--- src/rtl/pgdma_pkg.sv ---
package pgdma_pkg;
  localparam int REG_AW      = 9;
  localparam int OFF_TBASE   = 'h040;
  localparam int OFF_TLIMIT  = 'h048;
  localparam int OFF_ERRSRC  = 'h050;
  localparam int CH_BASE     = 'h100;
  localparam int CH_STRIDE_B = 5;     // 32 bytes per channel block
  localparam int ENTRY_BYTES = 8;

  // control register bit positions
  localparam int CB_EN   = 0;
  localparam int CB_M2D  = 1;
  localparam int CB_TC   = 8;
  localparam int CB_MERR = 9;
  localparam int CB_AERR = 10;

  typedef enum logic [3:0] {
    S_IDLE, S_CHECK, S_PAGE, S_FETCH, S_FWAIT, S_XFER, S_XWAIT, S_FIN, S_END
  } walk_state_t;
endpackage

--- src/rtl/pgdma_regs.sv ---
module pgdma_regs
  import pgdma_pkg::*;
#(
  parameter int NCH = 8,
  parameter int DW  = 32,
  localparam int CHW = $clog2(NCH)
) (
  input  logic              clk,
  input  logic              rst_n,
  input  logic              reg_we,
  input  logic [REG_AW-1:0] reg_addr,
  input  logic [DW-1:0]     reg_wdata,
  output logic [DW-1:0]     reg_rdata,
  input  logic [CHW-1:0]    act_chan,
  output logic [DW-1:0]     sel_ctl,
  output logic [DW-1:0]     sel_cnt,
  output logic [DW-1:0]     sel_adr,
  output logic [DW-1:0]     tbl_base,
  output logic [DW-1:0]     tbl_limit,
  output logic [NCH-1:0]    err_src,
  input  logic              st_clr,
  input  logic              st_merr,
  input  logic              st_aerr,
  input  logic              st_tc,
  input  logic [DW-1:0]     st_sub
);
  localparam logic [DW-1:0] FLAG_MASK = DW'((1 << CB_TC) | (1 << CB_MERR) | (1 << CB_AERR));

  logic [DW-1:0] aux_q [NCH];
  logic [DW-1:0] ctl_q [NCH];
  logic [DW-1:0] cnt_q [NCH];
  logic [DW-1:0] adr_q [NCH];
  logic [DW-1:0] base_q, limit_q;
  logic [NCH-1:0] err_q;

  logic [REG_AW-1:0] rel;
  logic              ch_hit;
  logic [CHW-1:0]    ch_idx;
  logic [1:0]        word;

  assign rel    = reg_addr - REG_AW'(CH_BASE);
  assign ch_hit = (reg_addr >= REG_AW'(CH_BASE)) &&
                  ({1'b0, rel} < (REG_AW+1)'(NCH << CH_STRIDE_B));
  assign ch_idx = rel[CH_STRIDE_B +: CHW];
  assign word   = rel[4:3];

  for (genvar g = 0; g < NCH; g++) begin : g_chan
    logic hit, mine;
    logic [DW-1:0] setv;
    assign hit  = reg_we && ch_hit && (ch_idx == CHW'(g));
    assign mine = (act_chan == CHW'(g));
    assign setv = (st_tc   ? DW'(1 << CB_TC)   : '0) |
                  (st_merr ? DW'(1 << CB_MERR) : '0) |
                  (st_aerr ? DW'(1 << CB_AERR) : '0);

    always_ff @(posedge clk) begin
      if (!rst_n) begin
        aux_q[g] <= '0;
        ctl_q[g] <= '0;
        cnt_q[g] <= '0;
        adr_q[g] <= '0;
      end else begin
        if (hit && word == 2'd0) aux_q[g] <= reg_wdata;
        if (mine && (st_clr || st_tc || st_merr || st_aerr))
          ctl_q[g] <= (st_clr ? (ctl_q[g] & ~FLAG_MASK) : ctl_q[g]) | setv;
        else if (hit && word == 2'd1)
          ctl_q[g] <= reg_wdata;
        if (mine && st_tc)
          cnt_q[g] <= cnt_q[g] - st_sub;
        else if (hit && word == 2'd2)
          cnt_q[g] <= reg_wdata;
        if (hit && word == 2'd3) adr_q[g] <= reg_wdata;
      end
    end
  end

  always_ff @(posedge clk) begin
    if (!rst_n) begin
      base_q  <= '0;
      limit_q <= '0;
      err_q   <= '0;
    end else begin
      if (reg_we && reg_addr[REG_AW-1:3] == (REG_AW-3)'(OFF_TBASE >> 3))  base_q  <= reg_wdata;
      if (reg_we && reg_addr[REG_AW-1:3] == (REG_AW-3)'(OFF_TLIMIT >> 3)) limit_q <= reg_wdata;
      if (st_merr) err_q <= err_q | (NCH'(1) << act_chan);
    end
  end

  always_comb begin
    reg_rdata = '0;
    if (ch_hit) begin
      case (word)
        2'd0:    reg_rdata = aux_q[ch_idx];
        2'd1:    reg_rdata = ctl_q[ch_idx];
        2'd2:    reg_rdata = cnt_q[ch_idx];
        default: reg_rdata = adr_q[ch_idx];
      endcase
    end else if (reg_addr[REG_AW-1:3] == (REG_AW-3)'(OFF_TBASE >> 3))  reg_rdata = base_q;
    else if (reg_addr[REG_AW-1:3] == (REG_AW-3)'(OFF_TLIMIT >> 3)) reg_rdata = limit_q;
    else if (reg_addr[REG_AW-1:3] == (REG_AW-3)'(OFF_ERRSRC >> 3)) reg_rdata = DW'(err_q);
  end

  assign sel_ctl   = ctl_q[act_chan];
  assign sel_cnt   = cnt_q[act_chan];
  assign sel_adr   = adr_q[act_chan];
  assign tbl_base  = base_q;
  assign tbl_limit = limit_q;
  assign err_src   = err_q;
endmodule

--- src/rtl/pgdma_pager.sv ---
module pgdma_pager
  import pgdma_pkg::*;
#(
  parameter int DW = 32,
  parameter int PB = 12
) (
  input  logic [DW-1:0] laddr,
  input  logic [DW-1:0] rem,
  input  logic [DW-1:0] tbl_base,
  input  logic [DW-1:0] tbl_limit,
  input  logic [DW-1:0] frame,
  output logic          in_range,
  output logic [DW-1:0] entry_addr,
  output logic [PB:0]   chunk,
  output logic [DW-1:0] phys
);
  localparam int ESH = $clog2(ENTRY_BYTES);
  localparam logic [DW-1:0] ADDR_MASK = {1'b0, {(DW-1){1'b1}}};

  logic [DW-1:0] idx, n_entries;
  logic [PB-1:0] off;
  logic [PB:0]   room;

  assign idx        = laddr >> PB;
  assign n_entries  = tbl_limit >> ESH;
  assign in_range   = idx < n_entries;
  assign entry_addr = (tbl_base + (idx << ESH)) & ADDR_MASK;
  assign off        = laddr[PB-1:0];
  assign room       = (PB+1)'(1 << PB) - {1'b0, off};
  assign chunk      = (rem < {{(DW-PB-1){1'b0}}, room}) ? rem[PB:0] : room;
  assign phys       = frame + {{(DW-PB){1'b0}}, off};
endmodule

--- src/rtl/pgdma_walker.sv ---
module pgdma_walker
  import pgdma_pkg::*;
#(
  parameter int NCH = 8,
  parameter int DW  = 32,
  parameter int PB  = 12,
  localparam int CHW = $clog2(NCH)
) (
  input  logic           clk,
  input  logic           rst_n,
  input  logic           req_valid,
  output logic           req_ready,
  input  logic [CHW-1:0] req_chan,
  input  logic [DW-1:0]  req_len,
  input  logic           req_write,
  output logic [CHW-1:0] act_chan,
  input  logic [DW-1:0]  sel_ctl,
  input  logic [DW-1:0]  sel_cnt,
  input  logic [DW-1:0]  sel_adr,
  input  logic [DW-1:0]  tbl_base,
  input  logic [DW-1:0]  tbl_limit,
  output logic           st_clr,
  output logic           st_merr,
  output logic           st_aerr,
  output logic           st_tc,
  output logic [DW-1:0]  st_sub,
  output logic           mem_req,
  output logic           mem_fetch,
  output logic           mem_we,
  output logic [DW-1:0]  mem_addr,
  output logic [PB:0]    mem_len,
  input  logic           mem_gnt,
  input  logic           mem_rvalid,
  input  logic           mem_rerr,
  input  logic [DW-1:0]  mem_rdata,
  output logic           done,
  output logic [DW-1:0]  done_bytes,
  output logic           done_abort
);
  walk_state_t   st_q;
  logic [CHW-1:0] chan_q;
  logic          wr_q, abort_q;
  logic [DW-1:0] len_q, laddr_q, rem_q, moved_q, frame_q;

  logic          in_range, reject;
  logic [DW-1:0] entry_addr, phys;
  logic [PB:0]   chunk;

  pgdma_pager #(.DW(DW), .PB(PB)) u_pager (
    .laddr(laddr_q), .rem(rem_q), .tbl_base(tbl_base), .tbl_limit(tbl_limit),
    .frame(frame_q), .in_range(in_range), .entry_addr(entry_addr),
    .chunk(chunk), .phys(phys)
  );

  // direction: req_write=1 means device->memory, control bit set means memory->device
  assign reject = !sel_ctl[CB_EN] || (wr_q == sel_ctl[CB_M2D]);

  always_ff @(posedge clk) begin
    if (!rst_n) begin
      st_q    <= S_IDLE;
      chan_q  <= '0;
      wr_q    <= 1'b0;
      abort_q <= 1'b0;
      len_q   <= '0;
      laddr_q <= '0;
      rem_q   <= '0;
      moved_q <= '0;
      frame_q <= '0;
    end else begin
      case (st_q)
        S_IDLE: if (req_valid) begin
          chan_q <= req_chan;
          wr_q   <= req_write;
          len_q  <= req_len;
          st_q   <= S_CHECK;
        end
        S_CHECK: begin
          moved_q <= '0;
          abort_q <= reject;
          if (reject) st_q <= S_END;
          else begin
            rem_q   <= (len_q < sel_cnt) ? len_q : sel_cnt;
            laddr_q <= sel_adr;
            st_q    <= S_PAGE;
          end
        end
        S_PAGE:  st_q <= (rem_q == '0 || !in_range) ? S_FIN : S_FETCH;
        S_FETCH: if (mem_gnt) st_q <= S_FWAIT;
        S_FWAIT: if (mem_rvalid) begin
          if (mem_rerr) begin
            abort_q <= 1'b1;
            st_q    <= S_END;
          end else begin
            frame_q <= mem_rdata;
            st_q    <= S_XFER;
          end
        end
        S_XFER:  if (mem_gnt) st_q <= S_XWAIT;
        S_XWAIT: if (mem_rvalid) begin
          laddr_q <= laddr_q + {{(DW-PB-1){1'b0}}, chunk};
          rem_q   <= rem_q   - {{(DW-PB-1){1'b0}}, chunk};
          moved_q <= moved_q + {{(DW-PB-1){1'b0}}, chunk};
          st_q    <= S_PAGE;
        end
        S_FIN:   st_q <= S_END;
        default: st_q <= S_IDLE;
      endcase
    end
  end

  assign req_ready  = (st_q == S_IDLE);
  assign act_chan   = chan_q;
  assign st_clr     = (st_q == S_CHECK);
  assign st_merr    = (st_q == S_CHECK) && reject;
  assign st_aerr    = (st_q == S_FWAIT) && mem_rvalid && mem_rerr;
  assign st_tc      = (st_q == S_FIN);
  assign st_sub     = moved_q;

  assign mem_req    = (st_q == S_FETCH) || (st_q == S_XFER);
  assign mem_fetch  = (st_q == S_FETCH);
  assign mem_we     = (st_q == S_XFER) && wr_q;
  assign mem_addr   = (st_q == S_FETCH) ? entry_addr : phys;
  assign mem_len    = (st_q == S_FETCH) ? (PB+1)'(ENTRY_BYTES) : chunk;

  assign done       = (st_q == S_END);
  assign done_bytes = moved_q;
  assign done_abort = abort_q;
endmodule

--- src/rtl/pgdma_engine.sv ---
module pgdma_engine
  import pgdma_pkg::*;
#(
  parameter int NCH = 8,
  parameter int DW  = 32,
  parameter int PB  = 12,
  localparam int CHW = $clog2(NCH)
) (
  input  logic              clk,
  input  logic              rst_n,
  input  logic              reg_we,
  input  logic [REG_AW-1:0] reg_addr,
  input  logic [DW-1:0]     reg_wdata,
  output logic [DW-1:0]     reg_rdata,
  input  logic              req_valid,
  output logic              req_ready,
  input  logic [CHW-1:0]    req_chan,
  input  logic [DW-1:0]     req_len,
  input  logic              req_write,
  output logic              mem_req,
  input  logic              mem_gnt,
  output logic              mem_fetch,
  output logic              mem_we,
  output logic [DW-1:0]     mem_addr,
  output logic [PB:0]       mem_len,
  input  logic              mem_rvalid,
  input  logic              mem_rerr,
  input  logic [DW-1:0]     mem_rdata,
  output logic              done,
  output logic [DW-1:0]     done_bytes,
  output logic              done_abort,
  output logic [NCH-1:0]    nmi_src
);
  logic [CHW-1:0] act_chan;
  logic [DW-1:0]  sel_ctl, sel_cnt, sel_adr, tbl_base, tbl_limit, st_sub;
  logic           st_clr, st_merr, st_aerr, st_tc;

  pgdma_regs #(.NCH(NCH), .DW(DW)) u_regs (
    .clk(clk), .rst_n(rst_n), .reg_we(reg_we), .reg_addr(reg_addr),
    .reg_wdata(reg_wdata), .reg_rdata(reg_rdata), .act_chan(act_chan),
    .sel_ctl(sel_ctl), .sel_cnt(sel_cnt), .sel_adr(sel_adr),
    .tbl_base(tbl_base), .tbl_limit(tbl_limit), .err_src(nmi_src),
    .st_clr(st_clr), .st_merr(st_merr), .st_aerr(st_aerr), .st_tc(st_tc),
    .st_sub(st_sub)
  );

  pgdma_walker #(.NCH(NCH), .DW(DW), .PB(PB)) u_walk (
    .clk(clk), .rst_n(rst_n), .req_valid(req_valid), .req_ready(req_ready),
    .req_chan(req_chan), .req_len(req_len), .req_write(req_write),
    .act_chan(act_chan), .sel_ctl(sel_ctl), .sel_cnt(sel_cnt), .sel_adr(sel_adr),
    .tbl_base(tbl_base), .tbl_limit(tbl_limit),
    .st_clr(st_clr), .st_merr(st_merr), .st_aerr(st_aerr), .st_tc(st_tc),
    .st_sub(st_sub), .mem_req(mem_req), .mem_fetch(mem_fetch), .mem_we(mem_we),
    .mem_addr(mem_addr), .mem_len(mem_len), .mem_gnt(mem_gnt),
    .mem_rvalid(mem_rvalid), .mem_rerr(mem_rerr), .mem_rdata(mem_rdata),
    .done(done), .done_bytes(done_bytes), .done_abort(done_abort)
  );
endmodule

--- config.mk ---
export PLATFORM = sky130hd
export DESIGN_NAME = pgdma_engine
export DESIGN_NICKNAME = d
export VERILOG_FILES = /design/src/rtl/pgdma_pkg.sv /design/src/rtl/pgdma_regs.sv /design/src/rtl/pgdma_pager.sv /design/src/rtl/pgdma_walker.sv /design/src/rtl/pgdma_engine.sv
export SDC_FILE = /design/constraint.sdc
export NUM_CORES = 2
export LEC_CHECK = 0
export BUFFER_PORTS_ARGS = -buffer_cell sky130_fd_sc_hd__buf_4
export CAP_MARGIN = 30
export CORE_MARGIN = 2
export CORE_UTILIZATION = 60
export CTS_CLUSTER_DIAMETER = 200
export DETAILED_ROUTE_END_ITERATION = 8
export PLACE_DENSITY = 0.79
export SETUP_SLACK_MARGIN = 0.1
export SYNTH_ARGS = -nofsm -noshare
export SYNTH_HDL_FRONTEND = slang
export SYNTH_SLANG_ARGS = --single-unit
--- constraint.sdc ---
create_clock -name clk -period 11.75 [get_ports clk]
set_clock_uncertainty 0.2 [all_clocks]
set_input_delay 1.175 -clock clk [delete_from_list [all_inputs] [get_ports clk]]
set_output_delay 1.175 -clock clk [all_outputs]
set_load 0.05 [all_outputs]
==> flow_summary.json <==
{
  "syn_nets": 7792,
  "final_common_cell": "edfxtp_1",
  "p_leak_nw": 32.2,
  "status": "complete, no violations",
  "pin_count": 239,
  "ys_async_sr_fraction_pct": 0,
  "clk_pin_slew_ns": 0.06,
  "totalWireLength_um": 269000,
  "cts_sinks": 1268,
  "vias_per_cell": 6.98,
  "grt_max_degree": 125,
  "start_kind": "register",
  "nets": 7808,
  "ant_nets": 0,
  "synthToLayoutAreaGrowth_pct": 10.9,
  "powerDensity_nw_per_um2": 144,
  "row_count": 133,
  "synth_cell_type_count": 85,
  "dp_hpwl_um": 180000,
  "grt.total_usage_pct": 39.3,
  "r2r_slack_ns": 4.48,
  "yosysWarnings": 0,
  "max-slew-margin-rel_pct": 23.0,
  "ys_ff_latch": 1268,
  "vias": 64000,
  "rsz0062_at_grt": "no",
  "synthCells": 7279,
  "max_freq_mhz": 138,
  "wl_per_cell_um": 29.3,
  "dominantRegCellSynth": "edfxtp_1",
  "timing.final.crit_period_ns": 7.27,
  "final_layout_size_suffix_gt1_share_pct": 15.4,
  "synth_edf_count": 1024,
  "synth_area_sq_um": 79300,
  "vdd_drop_max_uv": 145,
  "crit_fanout": 18,
  "cts_tree": "yes",
  "p_total_mw": 12.6,
  "fillers": 9358,
  "die_y_um": 368,
  "grt_pass1_wl_um": 395000,
  "critPathKind": "reg2reg",
  "avgSynthCellArea_sq_um": 10.9,
  "clockRootBuffer": "clkbuf_16",
  "cts.htree.levels": 4,
  "endpoint_kind": "register",
  "grt_antenna_before_repair": 16,
  "hp-class": "reg2reg",
  "drc": 0,
  "fin_util_pct": 67.0,
  "holdBufCountCts": 0,
  "fin_ws_ns": 4.48,
  "drt_first_pass_iters": 7,
  "finalWeightedCongestion": 0.994,
  "drv_slew": 0,
  "post_cts_resized": 0,
  "min_period_over_period_pct": 61.9,
  "initial_core_util_pct": 60.4,
  "setup_tns_ns": 0,
  "port_buffers": 235,
  "final_area_sq_um": 88000,
  "cts_buffers": 139,
  "worst-slew-pin-transition_ns": 1.15,
  "die_w_um": 368,
  "core_sq_um": 131000,
  "drv_cap": 0,
  "cp.required_ns": 12.24,
  "dieArea_sq_um": 135000,
  "synth-seq-area-share_pct": 44.9,
  "clockBufferDepth": 3,
  "dr.first_iter.drc_count": 9552,
  "cts_setup_buffers": 0,
  "report.final.setup_viol": 0,
  "first_global_vias": 62100,
  "arrival_ns": 7.76,
  "grt_overflow_total": 0,
  "placed_area_sq_um": 83100,
  "hold_viol_final": 0,
  "place_ws_ns": 4.16,
  "insertion_delay_ns": 0.80,
  "final_cell_mix": "edfxtp_1, nand2_1, and2_1"
}
cells in the mapped netlist, types with 60 or more instances:
library cell,instances,area [sq um]
a21oi_1,520,2600
edfxtp_1,1024,30700
mux4_2,432,9730
ha_1,384,4800
and2_1,759,4750
nand2_1,817,3070
nor2b_1,69,432
inv_1,176,661
mux2i_1,114,1140
nand2b_1,71,444
o21ai_0,500,2500
nor2_1,333,1250
clkbuf_1,419,1570
nand3_1,87,435
dfxtp_1,244,4880
a21o_1,128,961
buf_1,60,225
xnor2_1,164,1440
nor3_1,106,531
xor2_1,158,1380
per-layer routing:
layer | vias up | track usage, % | wire (um)
met4 | 18 | 27.5 | 22300
met1 | 30900 | 48.7 | 90500
met5 | - | 0 | 210
li1 | 27100 | - | -
met2 | 4904 | 58.9 | 118000
met3 | 1127 | 12.0 | 38000
metrics by stage:
stage	hold slack (ns)	std cells
final	0.267	9166
after detailed placement	0.256	8903
after CTS	0.264	9156
after global placement	0.241	8892
after global routing	0.277	9162
after floorplan	0.236	7279
sequential cells by signal (all words and copies together) (netlist names), 3 cells and up, named ones only:
register	cells
u_walk.done_bytes	32
u_regs.err_src	8
u_walk.laddr_q	32
u_regs.adr_q	256
u_walk.st_q	4
u_walk.rem_q	32
u_regs.tbl_limit	32
u_regs.cnt_q	256
u_regs.ctl_q	256
u_regs.tbl_base	32
u_regs.aux_q	256
u_walk.len_q	32
u_walk.act_chan	3
u_walk.frame_q	32
cells by family (layout without fill, tap and decap cells):
logic type,count (synthesis),after routing,share of synthesized area (%)
flip-flops,1268,1268,44.9
AO/OA/AOI/OAI,1626,1626,12.5
buffers and inverters,660,788,3.13
multiplexers,576,576,14.1
adder cells (fa/ha/maj),397,397,6.39
other,0,4,0
XOR/XNOR,322,322,3.56
AND/OR/NAND/NOR,2430,2430,15.4
area by class of cell:
cell class / instances / area (sq um) / area share [%]
multi-input cells: 5351 / 41700 / 47.4
flip-flops and latches: 1268 / 35600 / 40.5
diodes: 4 / 10.0 / 0.0114
clock inverters: 78 / 1010 / 1.15
inverters: 177 / 669 / 0.761
clock buffers: 175 / 3820 / 4.34
well taps: 1755 / 2200 / 2.50
repair buffers: 358 / 2920 / 3.32
report_power, final:
group / switching [mW] / leakage [nW] / total, mW / internal [mW]
Combinational: 1.75 / 17.9 / 2.75 / 0.999
Sequential: 0.174 / 12.0 / 5.23 / 5.05
Clock: 1.97 / 2.34 / 4.65 / 2.68
path summary, 6_finish.rpt:
path	start	end	cells after the start
min reg2reg	u_regs.tbl_base[31]	u_regs.tbl_base[31]	2
max reg2reg	u_walk.laddr_q[1]	u_walk.done_bytes[25]	27
max	u_walk.laddr_q[1]	u_walk.done_bytes[25]	27
min	u_regs.tbl_base[31]	u_regs.tbl_base[31]	2
critical path, stage by stage (launching register included):
cell and delay (ns):
dfxtp_1 0.53, inv_1 0.24, ha_1 0.29, nand2_1 0.10, nor3_1 0.06, xnor2_1 0.26
inv_1 0.07, ha_1 0.29, o21ai_0 0.16, nor2_1 0.06, a211oi_1 0.49, a21o_1 0.34
and2_1 0.58, nor2_1 0.09, a21oi_1 0.47, inv_1 0.19, ha_1 0.31, a21o_1 0.16
a21o_1 0.19, a21o_1 0.20, o31a_1 0.26, a41o_1 0.27, o41ai_1 0.54, o31a_1 0.25
clkbuf_16 0.21, nor4_1 0.07, xnor2_1 0.17, nor2_1 0.05
Note: power is estimated with default switching activity, not from simulation.
